File: src/rtl/simd_sat_pkg.sv
package simd_sat_pkg;
  localparam int unsigned BYTE_W = 8;

  typedef enum logic [1:0] {
    LANE_B8  = 2'd0,
    LANE_B16 = 2'd1,
    LANE_B32 = 2'd2,
    LANE_B32A = 2'd3
  } lane_sz_e;
endpackage

File: src/rtl/simd_lane_map.sv
// Works out, for every byte slice, whether a lane starts there and
// which byte slice is the top (sign) byte of its lane.
// Requires NB >= 4 so that a 32-bit lane fits.
module simd_lane_map
  import simd_sat_pkg::*;
#(
  parameter int unsigned NB = 8,
  localparam int unsigned IDXW = $clog2(NB)
) (
  input  lane_sz_e                  lane_sz_i,
  output logic [NB-1:0]             first_o,
  output logic [NB-1:0][IDXW-1:0]   top_idx_o
);
  logic [IDXW-1:0] span_m1;

  always_comb begin
    unique case (lane_sz_i)
      LANE_B8:  span_m1 = IDXW'(0);
      LANE_B16: span_m1 = IDXW'(1);
      default:  span_m1 = IDXW'(3);
    endcase
  end

  for (genvar i = 0; i < NB; i++) begin : g_map
    assign first_o[i]   = ((IDXW'(i) & span_m1) == '0);
    assign top_idx_o[i] = IDXW'(i) | span_m1;
  end
endmodule

File: src/rtl/simd_byte_add.sv
// One byte slice of the adder. It brings out the carry into its top bit
// so that signed overflow can be found where the slice tops a lane.
module simd_byte_add #(
  parameter int unsigned BW = 8
) (
  input  logic [BW-1:0] a_i,
  input  logic [BW-1:0] b_i,
  input  logic          sub_i,
  input  logic          cin_i,
  output logic [BW-1:0] sum_o,
  output logic          c_msb_o,
  output logic          cout_o
);
  logic [BW-1:0] b_eff;
  logic [BW-1:0] low;
  logic [1:0]    hi;

  always_comb begin
    b_eff   = sub_i ? ~b_i : b_i;
    low     = {1'b0, a_i[BW-2:0]} + {1'b0, b_eff[BW-2:0]} + {{(BW-1){1'b0}}, cin_i};
    c_msb_o = low[BW-1];
    hi      = {1'b0, a_i[BW-1]} + {1'b0, b_eff[BW-1]} + {1'b0, c_msb_o};
    sum_o   = {hi[0], low[BW-2:0]};
    cout_o  = hi[1];
  end
endmodule

File: src/rtl/simd_sat_select.sv
// Picks, for one byte, between the wrapped sum and the clamp value of
// its lane.
module simd_sat_select #(
  parameter int unsigned BW = 8
) (
  input  logic [BW-1:0] wrap_i,
  input  logic          is_top_i,
  input  logic          ovf_i,
  input  logic          sat_i,
  input  logic          signed_i,
  input  logic          sub_i,
  input  logic          neg_i,
  output logic [BW-1:0] out_o
);
  logic [BW-1:0] clamp;

  always_comb begin
    if (signed_i) begin
      if (neg_i) clamp = is_top_i ? {1'b1, {(BW-1){1'b0}}} : '0;
      else       clamp = is_top_i ? {1'b0, {(BW-1){1'b1}}} : '1;
    end else begin
      clamp = sub_i ? '0 : '1;
    end
    out_o = (sat_i && ovf_i) ? clamp : wrap_i;
  end
endmodule

File: src/rtl/simd_sat_adder.sv
module simd_sat_adder
  import simd_sat_pkg::*;
#(
  parameter int unsigned W = 64,
  localparam int unsigned NB = W / BYTE_W,
  localparam int unsigned IDXW = $clog2(NB)
) (
  input  logic [W-1:0]  a_i,
  input  logic [W-1:0]  b_i,
  input  logic          sub_i,
  input  logic [1:0]    lane_sz_i,
  input  logic          sat_i,
  input  logic          signed_i,
  output logic [W-1:0]  sum_o,
  output logic [NB-1:0] ovf_o
);
  logic [NB-1:0]            first;
  logic [NB-1:0][IDXW-1:0]  top_idx;
  logic [NB-1:0]            ovf_raw;
  logic [NB-1:0]            a_msb;
  logic [W-1:0]             wrap_sum;

  simd_lane_map #(.NB(NB)) u_map (
    .lane_sz_i (lane_sz_e'(lane_sz_i)),
    .first_o   (first),
    .top_idx_o (top_idx)
  );

  for (genvar i = 0; i < NB; i++) begin : g_byte
    logic cin;
    logic c_msb;
    logic cout;

    if (i == 0) begin : g_lsb
      assign cin = sub_i;
    end else begin : g_mid
      // the chain is cut wherever a new lane begins
      assign cin = first[i] ? sub_i : g_byte[i-1].cout;
    end

    simd_byte_add #(.BW(BYTE_W)) u_add (
      .a_i     (a_i[i*BYTE_W +: BYTE_W]),
      .b_i     (b_i[i*BYTE_W +: BYTE_W]),
      .sub_i   (sub_i),
      .cin_i   (cin),
      .sum_o   (wrap_sum[i*BYTE_W +: BYTE_W]),
      .c_msb_o (c_msb),
      .cout_o  (cout)
    );

    assign a_msb[i]   = a_i[i*BYTE_W + BYTE_W - 1];
    // only meaningful in the byte slice that tops a lane
    assign ovf_raw[i] = signed_i ? (c_msb ^ cout) : (sub_i ? ~cout : cout);
    assign ovf_o[i]   = ovf_raw[top_idx[i]];

    simd_sat_select #(.BW(BYTE_W)) u_sel (
      .wrap_i   (wrap_sum[i*BYTE_W +: BYTE_W]),
      .is_top_i (top_idx[i] == IDXW'(i)),
      .ovf_i    (ovf_o[i]),
      .sat_i    (sat_i),
      .signed_i (signed_i),
      .sub_i    (sub_i),
      .neg_i    (a_msb[top_idx[i]]),
      .out_o    (sum_o[i*BYTE_W +: BYTE_W])
    );
  end
endmodule

File: config.mk
export PLATFORM = sky130hd
export DESIGN_NAME = simd_sat_adder
export DESIGN_NICKNAME = d
export VERILOG_FILES = /design/src/rtl/simd_sat_pkg.sv /design/src/rtl/simd_lane_map.sv /design/src/rtl/simd_byte_add.sv /design/src/rtl/simd_sat_select.sv /design/src/rtl/simd_sat_adder.sv
export SDC_FILE = /design/constraint.sdc
export NUM_CORES = 1
export LEC_CHECK = 0
export BUFFER_PORTS_ARGS = -buffer_cell sky130_fd_sc_hd__clkbuf_2
export CAP_MARGIN = 10
export CORE_MARGIN = 4
export CORE_UTILIZATION = 40
export DETAILED_ROUTE_END_ITERATION = 7
export MAX_ROUTING_LAYER = met4
export PLACE_DENSITY_LB_ADDON = 0.12
export SYNTH_ARGS = -nofsm -noshare
export SYNTH_HDL_FRONTEND = slang
export SYNTH_SLANG_ARGS = --single-unit
File: constraint.sdc
create_clock -name vclk -period 11.7
set_clock_uncertainty 0.2 [all_clocks]
set_input_delay 0.585 -clock vclk [all_inputs]
set_output_delay 0.585 -clock vclk [all_outputs]
set_load 0.02 [all_outputs]
# --- Yosys cells after proc, flatten, opt, wreduce, memory -nomap -nowiden ---
# Index checks and enable logic that the tools add are counted.
totals:
  wordCells: 182
  reg_bits: 0
  out_inout_bits: 72
  inputBits: 133
classes:
  addsub: 32
  bitwise_logic: 24
  order_cmp: 7
  reduce_logical: 19
  n_mux: 99
  n_eq_ne: 1
ops:
  columns: ["operator", "count"]
  rows:
  - ["two-way mux 8 bit", 47]
  - ["adder 7 x 7 -> 8 bit", 8]
  - ["adder 8 x 1 -> 8 bit", 8]
  - ["inverter 8 bit", 8]
  - ["two-way mux 1 bit", 43]
  - ["< comparator 3 x 4 -> 1 bit (second input constant)", 6]
  - ["logical NOT 3 bit", 6]
  - ["adder 1 x 1 -> 2 bit", 8]
  - ["adder 2 x 1 -> 2 bit", 8]
  - ["binary-select mux 1 bit (select 2 bit)", 6]
  - ["logical AND 1 bit", 8]
  - ["logical NOT 2 bit", 4]
  - ["inverter 1 bit", 8]
  - ["XOR 1 bit", 8]
  - ["binary-select mux 1 bit (select 3 bit)", 2]
  - ["< comparator 3 x 4 -> 1 bit (both inputs constant)", 1]
  - ["one-hot mux 2 bit (2 select lines)", 1]
  - ["logical NOT 3 bit (first input constant)", 1]
  - ["== test 2 x 1 -> 1 bit (second input constant)", 1]

# --- Depth between registers and ports, before layout ---
# Gate-level depths: netlist of run 1.
depth:
  depth_word: 33
  mapped_depth: 38
  mapped_depth_nobuf: 35

# --- By module ---
# From an unflattened synthesis of run 1, not the netlist that was laid out.
hier_totals:
  hier_cells: 874
  area_unflattened_um2: 7139.3
modules_own_cells:
  columns: ["module", "area_per_inst_um2", "seq_area_each_um2", "cells_each", "n_inst"]
  rows:
  - ["simd_sat_adder", 2932.8, 0.0, 360, 1]
  - ["simd_byte_add at g_byte[1].u_add ...", 377.9, 0.0, 45, 6]
  - ["simd_sat_select", 118.9, 0.0, 15, 8]
  - ["simd_byte_add at g_byte[0].u_add ...", 376.6, 0.0, 45, 2]
  - ["simd_lane_map", 235.2, 0.0, 34, 1]

# --- Worst setup path after synthesis of run 1 ---
# OpenSTA, ideal clock, no wires.
synth_path:
  path_type: "input -> output"
  from: "in sub_i"
  to: "out sum_o[16]"
  setup_slack_ns: 2.165
  required_time_ns: 10.915
  path_stages: 38
  n_path_buf: 3
  arrival_ns: 8.750
  cell_sequence: "buf_6 clkbuf_1 buf_1 xor2_1 ha_1 nand4_1 o22ai_1 o41ai_4 fa_1 a21o_1 fa_1 nor2b_1 o2111ai_1 nand2_1 a21o_1 a21oi_1 fa_1 nand2_1 [2 not listed] nor2b_1 o31ai_1 a21oi_1 nor2_1 fa_1 a21oi_1 fa_1 a21oi_1 o2111ai_1 and2_1 o21a_1 nor2_1 fa_1 xnor2_1 inv_1 a211o_1 nand2_2 mux2i_1"
synth_between:
  elab_chain_len: 32
  word_cells_on_any_way: 69
  classes_between: "add/sub (32); mux (28); bitwise (8); reduce/logical (1)"
synth_lines:
  columns: ["element", "line", "source"]
  rows:
  - ["start, declared", "simd_sat_adder.sv:10", "input logic sub_i,"]
  - ["two-way mux 8 bit", "simd_byte_add.sv:19", "b_eff = sub_i ? ~b_i : b_i;"]
  - ["adder 7 x 7 -> 8 bit", "simd_byte_add.sv:20", "low = {1'b0, a_i[BW-2:0]} + {1'b0, b_eff[BW-2:0]} + {{(BW-1){1'b0}}, cin_i};"]
  - ["adder 8 x 1 -> 8 bit", "simd_byte_add.sv:20", null]
  - ["adder 2 x 1 -> 2 bit", "simd_byte_add.sv:22", "hi = {1'b0, a_i[BW-1]} + {1'b0, b_eff[BW-1]} + {1'b0, c_msb_o};"]
  - ["two-way mux 1 bit", "simd_sat_adder.sv:38", "assign cin = first[i] ? sub_i : g_byte[i-1].cout;"]
  - ["adder 8 x 1 -> 8 bit", "simd_byte_add.sv:20", null]
  - ["adder 2 x 1 -> 2 bit", "simd_byte_add.sv:22", null]
  - ["two-way mux 1 bit", "simd_sat_adder.sv:38", null]
  - ["[16 not listed]", null, null]
  - ["adder 2 x 1 -> 2 bit", "simd_byte_add.sv:22", null]
  - ["inverter 1 bit", "simd_sat_adder.sv:53", "assign ovf_raw[i] = signed_i ? (c_msb ^ cout) : (sub_i ? ~cout : cout);"]
  - ["two-way mux 1 bit (2 in series)", "simd_sat_adder.sv:53", null]
  - ["binary-select mux 1 bit (select 2 bit) *", "simd_sat_adder.sv:54", "assign ovf_o[i] = ovf_raw[top_idx[i]];"]
  - ["two-way mux 1 bit (implied by the code) *", "simd_sat_adder.sv:54", null]
  - ["named net g_byte[2].u_sel.ovf_i", "simd_sat_select.sv:8", "input logic ovf_i,"]
  - ["logical AND 1 bit *", "simd_sat_select.sv:24", "out_o = (sat_i && ovf_i) ? clamp : wrap_i;"]
  - ["two-way mux 8 bit *", "simd_sat_select.sv:24", null]
  - ["end, declared", "simd_sat_adder.sv:14", "output logic [W-1:0] sum_o,"]
# Mark *: on every way through the listed nets, which the timed path passes. The rest lies on a longest branch. The select of a mux whose other input is x is not followed.

# --- Final worst setup path of run 1 ---
layout_path:
  from: "in sub_i"
  to: "out sum_o[23]"
layout_between:
  elab_chain_len: 32
  word_cells_on_any_way: 69
  classes_between: "add/sub (32); mux (28); bitwise (8); reduce/logical (1)"
layout_lines:
  columns: ["element", "line"]
  rows:
  - ["two-way mux 8 bit", "simd_byte_add.sv:19"]
  - ["adder 7 x 7 -> 8 bit", "simd_byte_add.sv:20"]
  - ["adder 8 x 1 -> 8 bit", "simd_byte_add.sv:20"]
  - ["adder 2 x 1 -> 2 bit", "simd_byte_add.sv:22"]
  - ["two-way mux 1 bit", "simd_sat_adder.sv:38"]
  - ["adder 8 x 1 -> 8 bit", "simd_byte_add.sv:20"]
  - ["adder 2 x 1 -> 2 bit", "simd_byte_add.sv:22"]
  - ["two-way mux 1 bit", "simd_sat_adder.sv:38"]
  - ["[15 not listed]", null]
  - ["adder 8 x 1 -> 8 bit", "simd_byte_add.sv:20"]
  - ["adder 2 x 1 -> 2 bit", "simd_byte_add.sv:22"]
  - ["inverter 1 bit", "simd_sat_adder.sv:53"]
  - ["two-way mux 1 bit (2 in series)", "simd_sat_adder.sv:53"]
  - ["binary-select mux 1 bit (select 2 bit)", "simd_sat_adder.sv:54"]
  - ["two-way mux 1 bit (implied by the code)", "simd_sat_adder.sv:54"]
  - ["logical AND 1 bit", "simd_sat_select.sv:24"]
  - ["two-way mux 8 bit *", "simd_sat_select.sv:24"]
# Every way passes the cells marked *; elsewhere a longest branch is shown, timed or not. The select of a mux whose other input is x is not followed.

==> flow_summary_export.csv, run 1 <==
group,metric,value,unit
floorplan,ios,205,
timing,holdWs,1.39,ns
global_routing,grt_pass1_vias,4806,
status,status,"complete, no violations",
synthesis,synthesis.area,4480,µm²
clock_network,post-cts-setup-buffers,0,
synthesis,syn_inst,573,
layout,utilization,50.9,%
critical_path,crit_fanout,49,
synthesis,synth_warnings,0,
drt,wl_per_cell,15.0,µm
job,maxCapViolations,0,
worst_hold_path,hp-class,"in -> out",
clock_network,cts_resized,0,
drt,drt_pass1_iterations,4,
timing,maxSlewViolCount,0,
power,vdd_ir_drop_max,0.0000590,V
timing,setup_violations,0,
critical_path,critPathArrivalTime,9.52,ns
timing,setup_tns,0,ns
drt,via_per_inst,5.28,
critical_path,crit_slowest_cell,"buf_4",
power,power.leakage,3.00,nW
drt,vias,4718,
layout,layout.cells.non_filler,893,
critical_path,slowest_delay,0.58,ns
placed_design,finalWeightedCongestion,0.828,
synthesis,ys_types,54,
layout,area_growth,23.9,%
global_routing,grtUsageTotal,20.4,%
timing,relSlewSlack,47.1,%
floorplan,core_region_area,10900,µm²
drt,drtAntennaViolNets,0,
floorplan,start_util,41.1,%
layout,regArea,0,µm²
floorplan,fp-row-count,38,
global_routing,overflow,0,
drt,drc,0,
placed_design,numPortBuffers,205,
timing,rsz0062_at_grt,"no",
layout,design.seq.count,0,
critical_path,worstPathRequired,10.92,ns
drt,wl,13400,µm
timing,hold_viol_final,0,
layout,fin_nets,960,
critical_path,start_kind,"input pin",
synthesis,seq_area_frac_synth,0,%
timing,fin_crit,10.31,ns
synthesis,syn-num-nets,778,
timing,finalCritPeriodShare,88.1,%
timing,worst_slew_pin_slew,0.791,ns
power,power,0.000572,W
floorplan,die_h,114,µm
clock_network,holdBufCountCts,0,
layout,diodes,0,
placed_design,placedCellCount,893,
global_routing,antenna_found_initial,0,
synthesis,avgSynthCellArea,7.81,µm²
critical_path,worst_path_most_repeated_cell,"fa_1",
layout,final_cell_mix,"204 x clkbuf_2, 70 x xor2_1, 50 x ha_1",
critical_path,crit_type,"in -> out",
global_routing,grt_pass1_wl,21900,µm
power,power.density,103,nW/µm²
floorplan,dieArea,12900,µm²
timing,max_freq,97.0,MHz
drt,drtIter0Drc,141,
critical_path,cp-end-kind,"output pin",
layout,final_common_cell,"clkbuf_2",
layout,drive_gt1_share,29.2,%
floorplan,die_x,114,µm
layout,nClkBuffers,0,
global_routing,grt_max_degree,50,
placed_design,post-dp-hpwl,11500,µm
==> final timing paths <==
path | cells past startpoint | start | slack (ns) | end
min | 4 | a_i[32] | 1.39 | sum_o[32]
max | 37 | sub_i | 1.39 | sum_o[23]
==> worst max-delay path: cells and delay by family <==
family / cells / cell delay (ns)
AOI/OAI and AO/OA: 14 / 2.60
muxes: 1 / 0.27
and+or+nand+nor: 9 / 1.20
buffers and inverters: 3 / 0.93
adders and majority gates: 8 / 3.33
xor gates and xnor gates: 2 / 0.54
==> through the flow <==
stage / setup WS, ns / area (µm²)
after floorplan: 2.17 / 4480
after global placement: 1.56 / 5550
after detailed placement: 1.30 / 5550
after CTS: 1.28 / 5550
after global routing: 0.553 / 5550
final: 1.39 / 5550
==> Yosys cell counts, types with 16 or more instances <==
| master | count | share of area (%) |
|---|---|---|
| a21o_1 | 21 | 3.5 |
| a21oi_1 | 40 | 4.5 |
| fa_1 | 22 | 9.8 |
| ha_1 | 50 | 14 |
| inv_1 | 37 | 3.1 |
| mux2i_1 | 47 | 11 |
| nand2_1 | 36 | 3.0 |
| nor2_1 | 18 | 1.5 |
| nor2b_1 | 16 | 2.2 |
| o21ai_0 | 42 | 4.7 |
| xnor2_1 | 36 | 7.0 |
| xor2_1 | 70 | 14 |
==> per-layer routing <==
layer	vias up	track usage [%]	part of all wire, %
met3	20	1.38	5.5
li1	2380	-	-
met2	134	36.0	48
met4	0	2.53	1.6
met1	2184	26.4	45
met5	-	-	0
==> where the power goes <==
group	total [W]	internal, W	leakage, nW	switching [W]
logic	0.000572	0.000225	3.00	0.000348
clock network	0	0	0	0
registers	0	0	0	0
total	0.000572	0.000225	3.00	0.000348
==> area by class of cell <==
type	instances	area, µm²
repair buffers	207	1040
multi-input cells	509	4190
well taps	140	175
inverters	37	139
fillers	1104	5340
==> cell families (layout without fill, tap and decap cells) <==
| logic type | after synthesis | after routing | share of synthesized area (%) |
|---|---|---|---|
| muxes | 50 | 50 | 11.3 |
| adders and majority gates | 72 | 72 | 23.8 |
| AOI/OAI and AO/OA | 160 | 160 | 24.0 |
| and+or+nand+nor | 121 | 121 | 13.8 |
| xor gates and xnor gates | 106 | 106 | 20.7 |
| buffers and inverters | 64 | 244 | 6.43 |
(Power assumes the default switching activity.)
==> inputs of run 2 (changes only) <==
--- a/config.mk
+++ b/config.mk
@@ -7,11 +7,11 @@
 export LEC_CHECK = 0
 export BUFFER_PORTS_ARGS = -buffer_cell sky130_fd_sc_hd__clkbuf_2
 export CAP_MARGIN = 10
-export CORE_MARGIN = 4
+export CORE_MARGIN = 2
 export CORE_UTILIZATION = 40
 export DETAILED_ROUTE_END_ITERATION = 7
 export MAX_ROUTING_LAYER = met4
-export PLACE_DENSITY_LB_ADDON = 0.12
+export PLACE_DENSITY = 0.79
 export SYNTH_ARGS = -nofsm -noshare
 export SYNTH_HDL_FRONTEND = slang
 export SYNTH_SLANG_ARGS = --single-unit
==> run 2 against run 1 <==
Utilization increased by 0.069 points. Sequential share of layout area unchanged. Critical path depth decreased by 1. Combinational power about the same. Count of clock-buffer cells in the layout unchanged. Final area increased by 0.14%. Non-clock buffer count increased by 1. Cell count increased by 0.11%. Fmax decreased by 1.8%. Largest power group unchanged.
==> flow_summary_export.csv, run 2 (synthesized netlist as in run 1, its figures left out) <==
group,metric,value,unit
status,status,"complete, no violations",
drt,drtIter0Drc,181,
drt,vias,4753,
timing,rsz0062_at_grt,"no",
drt,via_per_inst,5.32,
timing,setup_violations,0,
clock_network,post-cts-setup-buffers,0,
critical_path,cp-end-kind,"output pin",
timing,worst_slew_pin_slew,0.851,ns
power,power.density,103,nW/µm²
layout,final_cell_mix,"204 x clkbuf_2, 70 x xor2_1, 50 x ha_1",
critical_path,crit_type,"in -> out",
timing,holdWs,1.39,ns
global_routing,grt_pass1_wl,20300,µm
critical_path,crit_fanout,34,
drt,drtAntennaViolNets,0,
placed_design,finalWeightedCongestion,0.912,
timing,layout_setup_ws,1.21,ns
floorplan,fp-row-count,38,
floorplan,start_util,41.1,%
timing,hold_viol_final,0,
critical_path,worstPathRequired,10.92,ns
floorplan,die_x,110,µm
placed_design,pre_cts_slack,1.29,ns
layout,diodes,0,
global_routing,grtUsageTotal,21.1,%
placed_design,numPortBuffers,205,
layout,regArea,0,µm²
timing,max_freq,95.3,MHz
global_routing,overflow,0,
timing,finalCritPeriodShare,89.7,%
critical_path,worst_path_most_repeated_cell,"fa_1",
global_routing,grt_max_degree,35,
worst_hold_path,hold_depth,4,
power,vdd_ir_drop_max,0.0000602,V
drt,wl,13200,µm
timing,setup_tns,0,ns
drt,highest_layer,"met4",
floorplan,core_region_area,10900,µm²
clock_network,cts_resized,0,
drt,m1WireLength,5880,µm
layout,drive_gt1_share,29.3,%
layout,area_growth,24.1,%
drt,drt_pass1_iterations,4,
layout,nClkBuffers,0,
timing,maxSlewViolCount,0,
floorplan,ios,205,
layout,fin_nets,961,
placed_design,post-dp-hpwl,11300,µm
critical_path,crit_slowest_cell,"o221ai_1",
global_routing,antenna_found_initial,0,
critical_path,slowest_delay,0.60,ns
power,power.leakage,3.01,nW
timing,fin_crit,10.49,ns
global_routing,grt_pass1_vias,4382,
layout,fillerInstances,1107,
floorplan,dieArea,12100,µm²
layout,utilization,51.0,%
floorplan,die_h,110,µm
worst_hold_path,hp-class,"in -> out",
drt,wl_per_cell,14.7,µm
clock_network,holdBufCountCts,0,
layout,design.seq.count,0,
drt,met2_length,6280,µm
drt,drc,0,
drt,met3_length,789,µm
layout,stdcell_area,5550,µm²
critical_path,start_kind,"input pin",
job,maxCapViolations,0,
placed_design,place_area,5550,µm²
timing,relSlewSlack,43.0,%
critical_path,critPathArrivalTime,9.71,ns
layout,final_common_cell,"clkbuf_2",
## run 2: cell count changes in the layout (fill, tap and decap cells not counted), sizes merged
cell  previous run  this run
buf              3         4
## run 2: final timing paths
kind,to,startpoint,slack (ns)
worst min-delay path,sum_o[32],a_i[32],1.39
worst max-delay path,sum_o[37],sub_i,1.21
## run 2: worst max-delay path: cells and delay by family
family	cells	cell delay (ns)
buf+inv	3	1.05
fa+ha+maj	8	3.47
xor+xnor	1	0.12
mux	1	0.32
simple gates	9	1.51
compound gates	14	2.62
## run 2: cell type report
cell class,instances,area [µm²],area share (%)
inverters,37,139,2.50
well taps,140,175,3.15
multi-input cells,509,4190,75.4
repair buffers,208,1050,18.9
## run 2: report_power, final
part / switching, W / leakage [nW] / total (W) / internal (W)
Clock: 0 / 0 / 0 / 0
Sequential: 0 / 0 / 0 / 0
Combinational: 0.000346 / 3.01 / 0.000571 / 0.000225
## run 2: per-stage QoR
stage / cells / total power, W
2_1_floorplan: 573 / 0.000415
3_5_place_dp: 894 / 0.000572
6_report: 894 / 0.000571
4_1_cts: 894 / 0.000574
5_1_grt: 894 / 0.000626
3_3_place_gp: 894 / 0.000565
## run 2: metal layers
| metal | GRT usage, % | vias up |
|---|---|---|
| met5 | - | - |
| met4 | 2.80 | 0 |
| met3 | 1.66 | 14 |
| met2 | 37.0 | 158 |
| met1 | 27.2 | 2189 |
| li1 | - | 2392 |
